### src/rtl/mbr_pkg.sv
// Package: shared widths, encodings and the power-on mode for the
// multicart mapper register and mirroring unit.
// Assumes: eight-bit CPU data bus, address seen as its top nibble.
package mbr_pkg;

    localparam int DATA_W   = 8;
    localparam int AHI_W    = 4;
    localparam int CHR_W    = 2;
    localparam int INNER_W  = 4;
    localparam int MODE_W   = 6;
    localparam int SEL_W    = 2;
    localparam int NUM_REGS = 1 << SEL_W;
    localparam int MIR_BIT  = 4;   // data bit that feeds the mirroring side path

    localparam logic [AHI_W-1:0] SEL_PAGE = 4'h5;

    // Register identity as {group bit, member bit}
    typedef enum logic [SEL_W-1:0] {
        RID_CHR   = 2'b00,
        RID_INNER = 2'b01,
        RID_MODE  = 2'b10,
        RID_OUTER = 2'b11
    } rid_e;

    typedef enum logic [1:0] {
        MIR_ONE_LO = 2'd0,
        MIR_ONE_HI = 2'd1,
        MIR_VERT   = 2'd2,
        MIR_HORZ   = 2'd3
    } mir_e;

    typedef enum logic [1:0] {
        PRG_WIDE_A = 2'd0,
        PRG_WIDE_B = 2'd1,
        PRG_FIX_LO = 2'd2,
        PRG_FIX_HI = 2'd3
    } prg_e;

    typedef struct packed {
        logic [1:0] osize;
        prg_e       prg;
        mir_e       mir;
    } mode_t;

    // Fixed-upper-half mode with the smallest outer size and one-screen low
    localparam mode_t MODE_POR = '{osize: 2'b00, prg: PRG_FIX_HI, mir: MIR_ONE_LO};

    // True when the mirroring field selects a one-screen layout
    function automatic logic is_one_screen(input mir_e m);
        return (m == MIR_ONE_LO) || (m == MIR_ONE_HI);
    endfunction

endpackage

### src/rtl/mbr_decode.sv
// Module: mbr_decode
// Turns the qualified CPU write strobe and address nibble into two
// write enables: one for the selector page, one for the ROM window.
// Assumes: wr_stb is already qualified by the CPU clock and R/W low.
module mbr_decode
    import mbr_pkg::*;
(
    input  logic             clk,
    input  logic             rst_n,
    input  logic             wr_stb,
    input  logic [AHI_W-1:0] a_hi,
    output logic             sel_we,
    output logic             data_we
);

    // Window match for the selector page and the upper half of the map
    always_comb begin
        sel_we  = wr_stb && (a_hi == SEL_PAGE);
        data_we = wr_stb && a_hi[AHI_W-1];
    end

    AST_DECODE_QUIET: assert property (@(posedge clk) disable iff (!rst_n)
        !wr_stb |-> !(sel_we || data_we));

    AST_OTHER_PAGE: assert property (@(posedge clk) disable iff (!rst_n)
        (!a_hi[AHI_W-1] && (a_hi != SEL_PAGE)) |-> !(sel_we || data_we));

endmodule

### src/rtl/mbr_regs.sv
// Module: mbr_regs
// Holds the selector and the four mapper registers, and carries the
// side path that lets bank writes rewrite the low mirroring bit while
// a one-screen layout is active.
// Assumes: sel_we and data_we are never high together.
module mbr_regs
    import mbr_pkg::*;
#(
    parameter int OUTER_W = 8
) (
    input  logic               clk,
    input  logic               rst_n,
    input  logic               sel_we,
    input  logic               data_we,
    input  logic [DATA_W-1:0]  wdata,
    output logic [CHR_W-1:0]   chr_q,
    output logic [INNER_W-1:0] inner_q,
    output mode_t              mode_q,
    output logic [OUTER_W-1:0] outer_q
);

    localparam logic [OUTER_W-1:0] OUTER_POR = {OUTER_W{1'b1}};

    rid_e                sel_q;
    logic [NUM_REGS-1:0] reg_we;
    logic                bank_we;

    // One write enable per register, decoded from the held selector
    for (genvar g = 0; g < NUM_REGS; g++) begin : g_we
        assign reg_we[g] = data_we && (sel_q == rid_e'(SEL_W'(g)));
    end

    assign bank_we = reg_we[RID_CHR] || reg_we[RID_INNER];

    // Selector: group from data bit 7, member from data bit 0
    always_ff @(posedge clk) begin
        if (!rst_n)
            sel_q <= RID_CHR;
        else if (sel_we)
            sel_q <= rid_e'({wdata[DATA_W-1], wdata[0]});
    end

    // CHR bank register
    always_ff @(posedge clk) begin
        if (!rst_n)
            chr_q <= '0;
        else if (reg_we[RID_CHR])
            chr_q <= wdata[CHR_W-1:0];
    end

    // Inner PRG bank register
    always_ff @(posedge clk) begin
        if (!rst_n)
            inner_q <= '0;
        else if (reg_we[RID_INNER])
            inner_q <= wdata[INNER_W-1:0];
    end

    // Mode register, plus mirroring side path from bank writes
    always_ff @(posedge clk) begin
        if (!rst_n)
            mode_q <= MODE_POR;
        else if (reg_we[RID_MODE])
            mode_q <= mode_t'(wdata[MODE_W-1:0]);
        else if (bank_we && is_one_screen(mode_q.mir))
            mode_q.mir <= mir_e'({1'b0, wdata[MIR_BIT]});
    end

    // Outer PRG bank register, width set by OUTER_W
    always_ff @(posedge clk) begin
        if (!rst_n)
            outer_q <= OUTER_POR;
        else if (reg_we[RID_OUTER])
            outer_q <= wdata[OUTER_W-1:0];
    end

    AST_SEL_CAPTURE: assert property (@(posedge clk) disable iff (!rst_n)
        sel_we |=> (sel_q == rid_e'({$past(wdata[DATA_W-1]), $past(wdata[0])})));

    AST_CHR_LOAD: assert property (@(posedge clk) disable iff (!rst_n)
        reg_we[RID_CHR] |=> (chr_q == $past(wdata[CHR_W-1:0])));

    AST_INNER_LOAD: assert property (@(posedge clk) disable iff (!rst_n)
        reg_we[RID_INNER] |=> (inner_q == $past(wdata[INNER_W-1:0])));

    AST_MODE_LOAD: assert property (@(posedge clk) disable iff (!rst_n)
        reg_we[RID_MODE] |=> (mode_q == $past(wdata[MODE_W-1:0])));

    AST_OUTER_LOAD: assert property (@(posedge clk) disable iff (!rst_n)
        reg_we[RID_OUTER] |=> (outer_q == $past(wdata[OUTER_W-1:0])));

    AST_SIDE_COPY: assert property (@(posedge clk) disable iff (!rst_n)
        (bank_we && !mode_q.mir[1]) |=>
            (mode_q.mir == mir_e'({1'b0, $past(wdata[MIR_BIT])})) && $stable(mode_q.prg));

    AST_SIDE_BLOCK: assert property (@(posedge clk) disable iff (!rst_n)
        (bank_we && mode_q.mir[1]) |=> $stable(mode_q));

    AST_HOLD_IDLE: assert property (@(posedge clk) disable iff (!rst_n)
        !data_we |=> ($stable(chr_q) && $stable(inner_q) && $stable(mode_q) && $stable(outer_q)));

    AST_POR_STATE: assert property (@(posedge clk)
        !rst_n |=> ((sel_q == RID_CHR) && (chr_q == '0) && (inner_q == '0) &&
                    (mode_q == MODE_POR) && (outer_q == OUTER_POR)));

endmodule

### src/rtl/mbr_mirror.sv
// Module: mbr_mirror
// Four-way nametable multiplexer: fixed low, fixed high, or one of
// two video address lines, steered by the mirroring field.
// Assumes: purely combinational path; clk/rst_n serve the checks only.
module mbr_mirror
    import mbr_pkg::*;
(
    input  logic clk,
    input  logic rst_n,
    input  mir_e mir,
    input  logic ppu_a10,
    input  logic ppu_a11,
    output logic nt_a10
);

    // Pick the nametable line for the active layout
    always_comb begin
        unique case (mir)
            MIR_ONE_LO: nt_a10 = 1'b0;
            MIR_ONE_HI: nt_a10 = 1'b1;
            MIR_VERT:   nt_a10 = ppu_a10;
            MIR_HORZ:   nt_a10 = ppu_a11;
            default:    nt_a10 = 1'b0;
        endcase
    end

    AST_ONE_SCREEN_LEVEL: assert property (@(posedge clk) disable iff (!rst_n)
        is_one_screen(mir) |-> (nt_a10 == mir[0]));

    AST_TWO_SCREEN_FOLLOW: assert property (@(posedge clk) disable iff (!rst_n)
        !is_one_screen(mir) |-> (nt_a10 == (mir[0] ? ppu_a11 : ppu_a10)));

endmodule

### src/rtl/bankreg_mirror_unit.sv
// Module: bankreg_mirror_unit
// Top of the multicart mapper register and mirroring unit: decodes
// CPU writes, holds the four mapper registers and drives the CHR bank
// and nametable address lines.
// Assumes: OUTER_W is 4, 6 or 8; state survives anything but rst_n.
module bankreg_mirror_unit
    import mbr_pkg::*;
#(
    parameter int OUTER_W = 8
) (
    input  logic               clk,
    input  logic               rst_n,
    input  logic               wr_stb,
    input  logic [AHI_W-1:0]   cpu_a_hi,
    input  logic [DATA_W-1:0]  cpu_d,
    input  logic               ppu_a10,
    input  logic               ppu_a11,
    output logic [CHR_W-1:0]   chr_bank,
    output logic [INNER_W-1:0] inner_bank,
    output logic [1:0]         mirror_mode,
    output logic [1:0]         prg_mode,
    output logic [1:0]         outer_size,
    output logic [OUTER_W-1:0] outer_bank,
    output logic               ciram_a10
);

    logic  sel_we;
    logic  data_we;
    mode_t mode_q;

    mbr_decode u_decode (
        .clk     (clk),
        .rst_n   (rst_n),
        .wr_stb  (wr_stb),
        .a_hi    (cpu_a_hi),
        .sel_we  (sel_we),
        .data_we (data_we)
    );

    mbr_regs #(.OUTER_W(OUTER_W)) u_regs (
        .clk     (clk),
        .rst_n   (rst_n),
        .sel_we  (sel_we),
        .data_we (data_we),
        .wdata   (cpu_d),
        .chr_q   (chr_bank),
        .inner_q (inner_bank),
        .mode_q  (mode_q),
        .outer_q (outer_bank)
    );

    mbr_mirror u_mirror (
        .clk     (clk),
        .rst_n   (rst_n),
        .mir     (mode_q.mir),
        .ppu_a10 (ppu_a10),
        .ppu_a11 (ppu_a11),
        .nt_a10  (ciram_a10)
    );

    // Break the mode word out onto its field ports
    always_comb begin
        mirror_mode = mode_q.mir;
        prg_mode    = mode_q.prg;
        outer_size  = mode_q.osize;
    end

    AST_OUTER_WIDTH: assert property (@(posedge clk) disable iff (!rst_n)
        (OUTER_W == 4) || (OUTER_W == 6) || (OUTER_W == 8));

endmodule

### config.mk
export PLATFORM = sky130hd
export DESIGN_NAME = bankreg_mirror_unit
export DESIGN_NICKNAME = d
export VERILOG_FILES = /design/src/rtl/mbr_pkg.sv /design/src/rtl/mbr_decode.sv /design/src/rtl/mbr_regs.sv /design/src/rtl/mbr_mirror.sv /design/src/rtl/bankreg_mirror_unit.sv
export SDC_FILE = /design/constraint.sdc
export NUM_CORES = 1
export LEC_CHECK = 0
export BUFFER_PORTS_ARGS = -buffer_cell sky130_fd_sc_hd__buf_2
export CAP_MARGIN = 10
export CORE_MARGIN = 2
export CORE_UTILIZATION = 45
export DETAILED_ROUTE_END_ITERATION = 7
export PLACE_DENSITY = 0.77
export SLEW_MARGIN = 20
export SYNTH_ARGS = -nofsm -noshare
export SYNTH_HDL_FRONTEND = slang
export SYNTH_SLANG_ARGS = --single-unit
### constraint.sdc
create_clock -name clk -period 1.1 [get_ports clk]
set_input_delay 0.22 -clock clk [delete_from_list [all_inputs] [get_ports clk]]
set_output_delay 0.22 -clock clk [all_outputs]
set_load 0.05 [all_outputs]
==> impl_metrics.csv, run 1 <==
group,metric,value,unit
synthesis,syn_area_per_cell,9.430,um2
drt,num_vias,824,
floorplanning,ioPinCount,38,
drt,vias_per_cell,5.055,
synthesis,synth_fp_nets,112,
cts,tritoncts,"yes",
place,hpwl,1530,um
drt,drt_pass1_iterations,4,
floorplanning,dieArea,2364,um2
pwr,p_per_area,1144,nW/um2
cts,htreeDepth,1,
hold_path,hold-path-cell-count,3,
setup_path,arrival,1090,ps
grt,antenna_found_initial,0,
timing,worstMarginPinSlew,346.9,ps
place,port_buffers,37,
drt,first_iter_violations,5,
timing,rsz0062_at_grt,"true",
synthesis,synth_xor_area_frac,0,
outcome,violations,"negative setup slack",
pwr,p_leak,0.0006910,uW
pwr,power,1566,uW
synthesis,synth_flop_cell,"dfxtp_1",
drt,avgRoutedWirePerCell,13.36,um
synthesis,synth_cells,95,
setup_path,worst-setup-path-type,"register to primary output",
setup_path,cp.required,880,ps
synthesis,synth_adder_area_share,0,
cts,cts_buffer_depth,2,
timing,relSlewSlack,0.7685,
floorplanning,die_h,48.62,um
synthesis,synth_compound_area_frac,0.04609,
timing,setup_slack,-208.8,ps
setup_path,rrSetupSlack,-30,ps
synthesis,ys_seq_area_frac,0.4916,
timing,min_period,1309,ps
setup_path,worstRegToRegCells,4,
cts,clock_latency,310,ps
cts,cts.clk_slew.worst_paths,120,ps
synthesis,synth_area,895.9,um2
cells_and_area,fillCellCount,156,
place,dp_slack,13.30,ps
timing,max_freq,764.1,MHz
cells_and_area,area_growth,52.79,%
floorplanning,rows,16,
drt,ant_nets,0,
flow_run,max_cap_viol_count,0,
timing,final.setup.tns,-334.7,ps
floorplanning,initial_core_util,0.4661,
timing,finalSetupViolCount,3,
setup_path,cp-start-kind,"register",
place,placed_area,1141,um2
cells_and_area,finalInstanceArea,1369,um2
cts,cts_made_buffers,3,
grt,grt_pass1_vias,802,
timing,min_period_over_period,1.190,
synthesis,synth_cell_types,19,
synthesis,ys_warn_count,0,
cells_and_area,nNetsFinal,154,
synthesis,synthTopCellsByArea,"dfxtp_1 (49%), mux2i_1 (13%), nand2_1 (7.5%)",
synthesis,yosys-top-cells-count,"dfxtp_1 (22), nand2_1 (18), mux2i_1 (12), nand3_1 (10), nor2_1 (9)",
place,gp_congestion,0.7492,
synthesis,ys_ff_latch,22,
grt,grt_pass1_wl,3567,um
timing,finalHoldViolCount,0,
setup_path,end_kind,"primary output",
grt,grt_max_degree,14,
pwr,ir_drop,834.7,uV
cts,cts_sinks,22,
drt,drc,0,
synthesis,synth_top_family_by_area,"simple AND/OR/NAND/NOR gates",
synthesis,synth_mux_area_frac,0.1341,
synthesis,yosysMostFrequentCell,"dfxtp_1",
floorplanning,coreArea,1922,um2
timing,skew,8.468,ps
cts,cts_root_buf,"clkbuf_4",
grt,grtUsageTotal,0.1967,
synthesis,synthArstFlopShare,0,
synthesis,synth_edf_count,0,
outcome,status,"complete, but fails checks",
floorplanning,fp.dieW,48.62,um
synthesis,synth_top_area_share,0.4916,
timing,final_max_slew_viol_count,0,
synthesis,yosys.area.top_type,"dfxtp_1",
setup_path,path_max_fanout,4,
cells_and_area,antennaDiodeCount,0,
hold_path,hold_class,"input pin to register",
cells_and_area,drive_gt1_frac,0.5147,
synthesis,synthSimpleGateAreaFrac,0.2821,
grt,gr-total-overflow,0,
drt,drt_wl_total,2178,um
## where the power goes
group	switching (uW)	internal (uW)	leakage [uW]
Clock	239	368	0.0000279
Sequential	9.36	801	0.000180
Combinational	86.9	61.7	0.000483
Total	335	1230	0.000691
## worst max-delay path: stages, from the launching register on
cell and delay [ps]:
dfxtp_4 400, a21oi_4 60, a31oi_4 140, buf_6 170
## placed cells by master, fill, tap and decap left out, drive strengths merged, types with 2 or more instances in the layout
| master | netlist | final |
|---|---|---|
| inv | 3 | 3 |
| nor2 | 9 | 9 |
| clkbuf | 2 | 3 |
| buf | 3 | 42 |
| mux2i | 12 | 12 |
| nand4b | 3 | 3 |
| nand3 | 10 | 10 |
| nand2 | 18 | 18 |
| and4bb | 2 | 2 |
| dfxtp | 22 | 22 |
| a21oi | 4 | 4 |
| o21ai | 3 | 3 |
## logic make-up (layout without fill, tap and decap cells)
family | count (synthesis) | in the layout
buf+inv | 8 | 49
mux | 12 | 12
compound gates | 8 | 8
simple gates | 45 | 45
flops | 22 | 22
## state kept, by name (all words and copies together) (netlist names)
signal / cells
u_regs.inner_q: 4
u_regs.sel_q: 2
u_regs.chr_q: 2
u_regs.mode_q: 6
u_regs.outer_q: 8
## area by class of cell
type | count | area, um2 | share of cell area
inverter | 3 | 11.26 | 0.008227
clock inverter | 1 | 30.03 | 0.02194
tap | 27 | 33.78 | 0.02468
sequential | 22 | 469.2 | 0.3428
multi-input combinational | 65 | 440.4 | 0.3218
timing repair buffer | 42 | 361.6 | 0.2642
clock buffer | 3 | 22.52 | 0.01645
## timing repair
| item | in CTS | in global routing |
|---|---|---|
| buffers inserted | 1 | 1 |
| hold buffers | 0 | 0 |
| pin swaps | 2 | 0 |
| gates resized for setup | 27 | 35 |
| setup endpoints to repair | 25 | 30 |
## worst paths after layout
path,startpoint,endpoint
worst max-delay path,u_regs.mode_q[1],ciram_a10
worst min-delay path,cpu_d[6],u_regs.outer_q[6]
worst min register to register,u_regs.outer_q[7],u_regs.outer_q[7]
worst max register to register,u_regs.mode_q[1],u_regs.mode_q[0]
## stage by stage
stage / hold WS [ps] / cells / util
3_3_place_gp: 426.5 / 157 / 0.5938
3_5_place_dp: 450.4 / 157 / 0.5938
4_1_cts: 119.9 / 162 / 0.6634
5_1_grt: 105.2 / 163 / 0.7122
2_1_floorplan: 344.0 / 95 / -
6_report: 118.6 / 163 / 0.7122
## metal layers
layer	up-vias	track usage	routed length, um
li1	414	-	-
met1	374	0.2253	890
met2	30	0.3402	1099
met3	6	0.04630	146
met4	0	0.1000	42
met5	-	0	0
No activity file was read; power rests on OpenSTA's default activity.
==> run 2: changes to the inputs <==
--- a/config.mk
+++ b/config.mk
@@ -5,12 +5,12 @@
 export SDC_FILE = /design/constraint.sdc
 export NUM_CORES = 1
 export LEC_CHECK = 0
-export BUFFER_PORTS_ARGS = -buffer_cell sky130_fd_sc_hd__buf_2
+export BUFFER_PORTS_ARGS = -buffer_cell sky130_fd_sc_hd__buf_4
 export CAP_MARGIN = 10
 export CORE_MARGIN = 2
 export CORE_UTILIZATION = 45
 export DETAILED_ROUTE_END_ITERATION = 7
-export PLACE_DENSITY = 0.77
+export PLACE_DENSITY = 0.76
 export SLEW_MARGIN = 20
 export SYNTH_ARGS = -nofsm -noshare
 export SYNTH_HDL_FRONTEND = slang
==> run 2 against run 1 <==
  * The flow still finishes with violations (negative setup slack)
  * Sequential power shrank 0.6%
  * Via count grew 0.12%
  * Routed wire length increased by 1.6%
  * Maximum frequency fell by 2.0%
  * Clock power is 37% lower
  * Largest cell class unchanged
==> impl_metrics.csv, run 2 (synthesis results as in run 1) <==
group,metric,value,unit
outcome,status,"complete, but fails checks",
outcome,violations,"negative setup slack",
drt,drt_pass1_iterations,4,
timing,worstMarginPinSlew,373.9,ps
drt,avgRoutedWirePerCell,13.75,um
cts,cts_buffer_depth,2,
floorplanning,dieArea,2364,um2
setup_path,end_kind,"primary output",
setup_path,critPathBufInv,1,
timing,min_period,1335,ps
place,port_buffers,37,
cells_and_area,final_util,0.7155,
timing,hold_ws,129.7,ps
drt,drt_wl_total,2213,um
cts,htreeDepth,1,
cells_and_area,antennaDiodeCount,0,
floorplanning,ioPinCount,38,
timing,finalSetupViolCount,3,
timing,rsz0062_at_grt,"true",
grt,grt_pass1_vias,806,
floorplanning,fp.dieW,48.62,um
place,hpwl,1534,um
drt,first_iter_violations,14,
cts,tritoncts,"yes",
setup_path,cp.required,880,ps
place,gp_congestion,0.7618,
cts,cts_root_buf,"clkbuf_4",
cells_and_area,fillCellCount,157,
drt,ant_nets,0,
pwr,p_per_area,983.4,nW/um2
cells_and_area,top_register,"u_regs.outer_q",
cts,clock_latency,310,ps
pwr,ir_drop,826.1,uV
drt,vias_per_cell,5.124,
pwr,p_leak,0.0006844,uW
setup_path,cpLargestDelayFamily,"flip-flops",
grt,grtUsageTotal,0.2089,
floorplanning,initial_core_util,0.4661,
cts,cts_sinks,22,
cts,cts.clk_slew.worst_paths,120,ps
timing,final_max_slew_viol_count,0,
cts,cts_made_buffers,3,
cells_and_area,top_regs,"u_regs.outer_q (8), u_regs.mode_q (6), u_regs.inner_q (4)",
drt,drc,0,
drt,num_vias,825,
timing,finalHoldViolCount,0,
hold_path,hold_class,"input pin to register",
timing,min_period_over_period,1.214,
cells_and_area,nNetsFinal,152,
floorplanning,coreArea,1922,um2
floorplanning,die_h,48.62,um
setup_path,cp-start-kind,"register",
pwr,power,1352,uW
grt,grt_pass1_wl,3788,um
grt,grt_max_degree,13,
grt,antenna_found_initial,0,
cells_and_area,drive_gt1_frac,0.4627,
setup_path,crit_slowest_cell,"dfxtp_4",
timing,skew,5.114,ps
timing,final.setup.tns,-539.8,ps
cells_and_area,layout_common_cells,"buf_4 (19), buf_6 (19), nand2_1 (18)",
cells_and_area,largest_reg_flops,8,
grt,gr-total-overflow,0,
setup_path,crit_chain,"a21oi_4 > a31oi_4 > buf_6",
floorplanning,rows,16,
timing,setup_slack,-235.4,ps
setup_path,arrival,1120,ps
timing,max_freq,748.8,MHz
cells_and_area,area_growth,53.49,%
timing,relSlewSlack,0.7504,
setup_path,max_stage_delay,410,ps
setup_path,worst-setup-path-type,"register to primary output",
flow_run,max_cap_viol_count,0,
setup_path,path_max_fanout,3,
-- run 2: metal layers --
layer  GRT usage  vias to the layer above  wire length, um
li1            -                      406                -
met1      0.2500                      392              950
met2      0.3584                       23             1104
met3     0.06790                        4              131
met4     0.05714                        0               26
met5           0                        -                0
-- run 2: area by class of cell --
class,count,area [um2],area share
inverters,3,11.26,0.008189
repair buffers,40,386.6,0.2812
well taps,27,33.78,0.02457
multi-input cells,65,450.4,0.3276
flip-flops and latches,22,466.7,0.3394
clock buffers,4,26.28,0.01911
-- run 2: what timing repair did --
item	CTS	global route
pin swaps	2	1
resized for setup	9	29
buffers inserted	2	0
hold buffers	0	0
endpoints found under the setup margin	11	34
-- run 2: path summary, 6_finish.rpt --
path,slack (ps),endpoint,cells past startpoint,from
worst max register to register,-190,u_regs.mode_q[0],5,u_regs.mode_q[1]
worst min register to register,490,u_regs.outer_q[0],2,u_regs.outer_q[0]
worst min-delay path,130,u_regs.outer_q[5],3,cpu_d[5]
worst max-delay path,-240,ciram_a10,3,u_regs.mode_q[1]
-- run 2: power by group --
group          switching (uW)  internal, uW  leakage [uW]
combinational            88.9          75.9      0.000491
sequential               9.23           796      0.000179
clock                     240           142     0.0000150
-- run 2: metrics by stage --
step	cells	cell area [um2]	setup slack, ps
after global placement	155	1219	32.13
after CTS	161	1289	-228.0
after global routing	161	1375	-277.0
final	161	1375	-235.4
after detailed placement	155	1219	15.51
after floorplan	95	929.6	-14.23
-- run 2: tightest hold or removal path, cell delays in order --
cell     delay, ps
buf_4           80
nand2_1         40
nand3_1         70
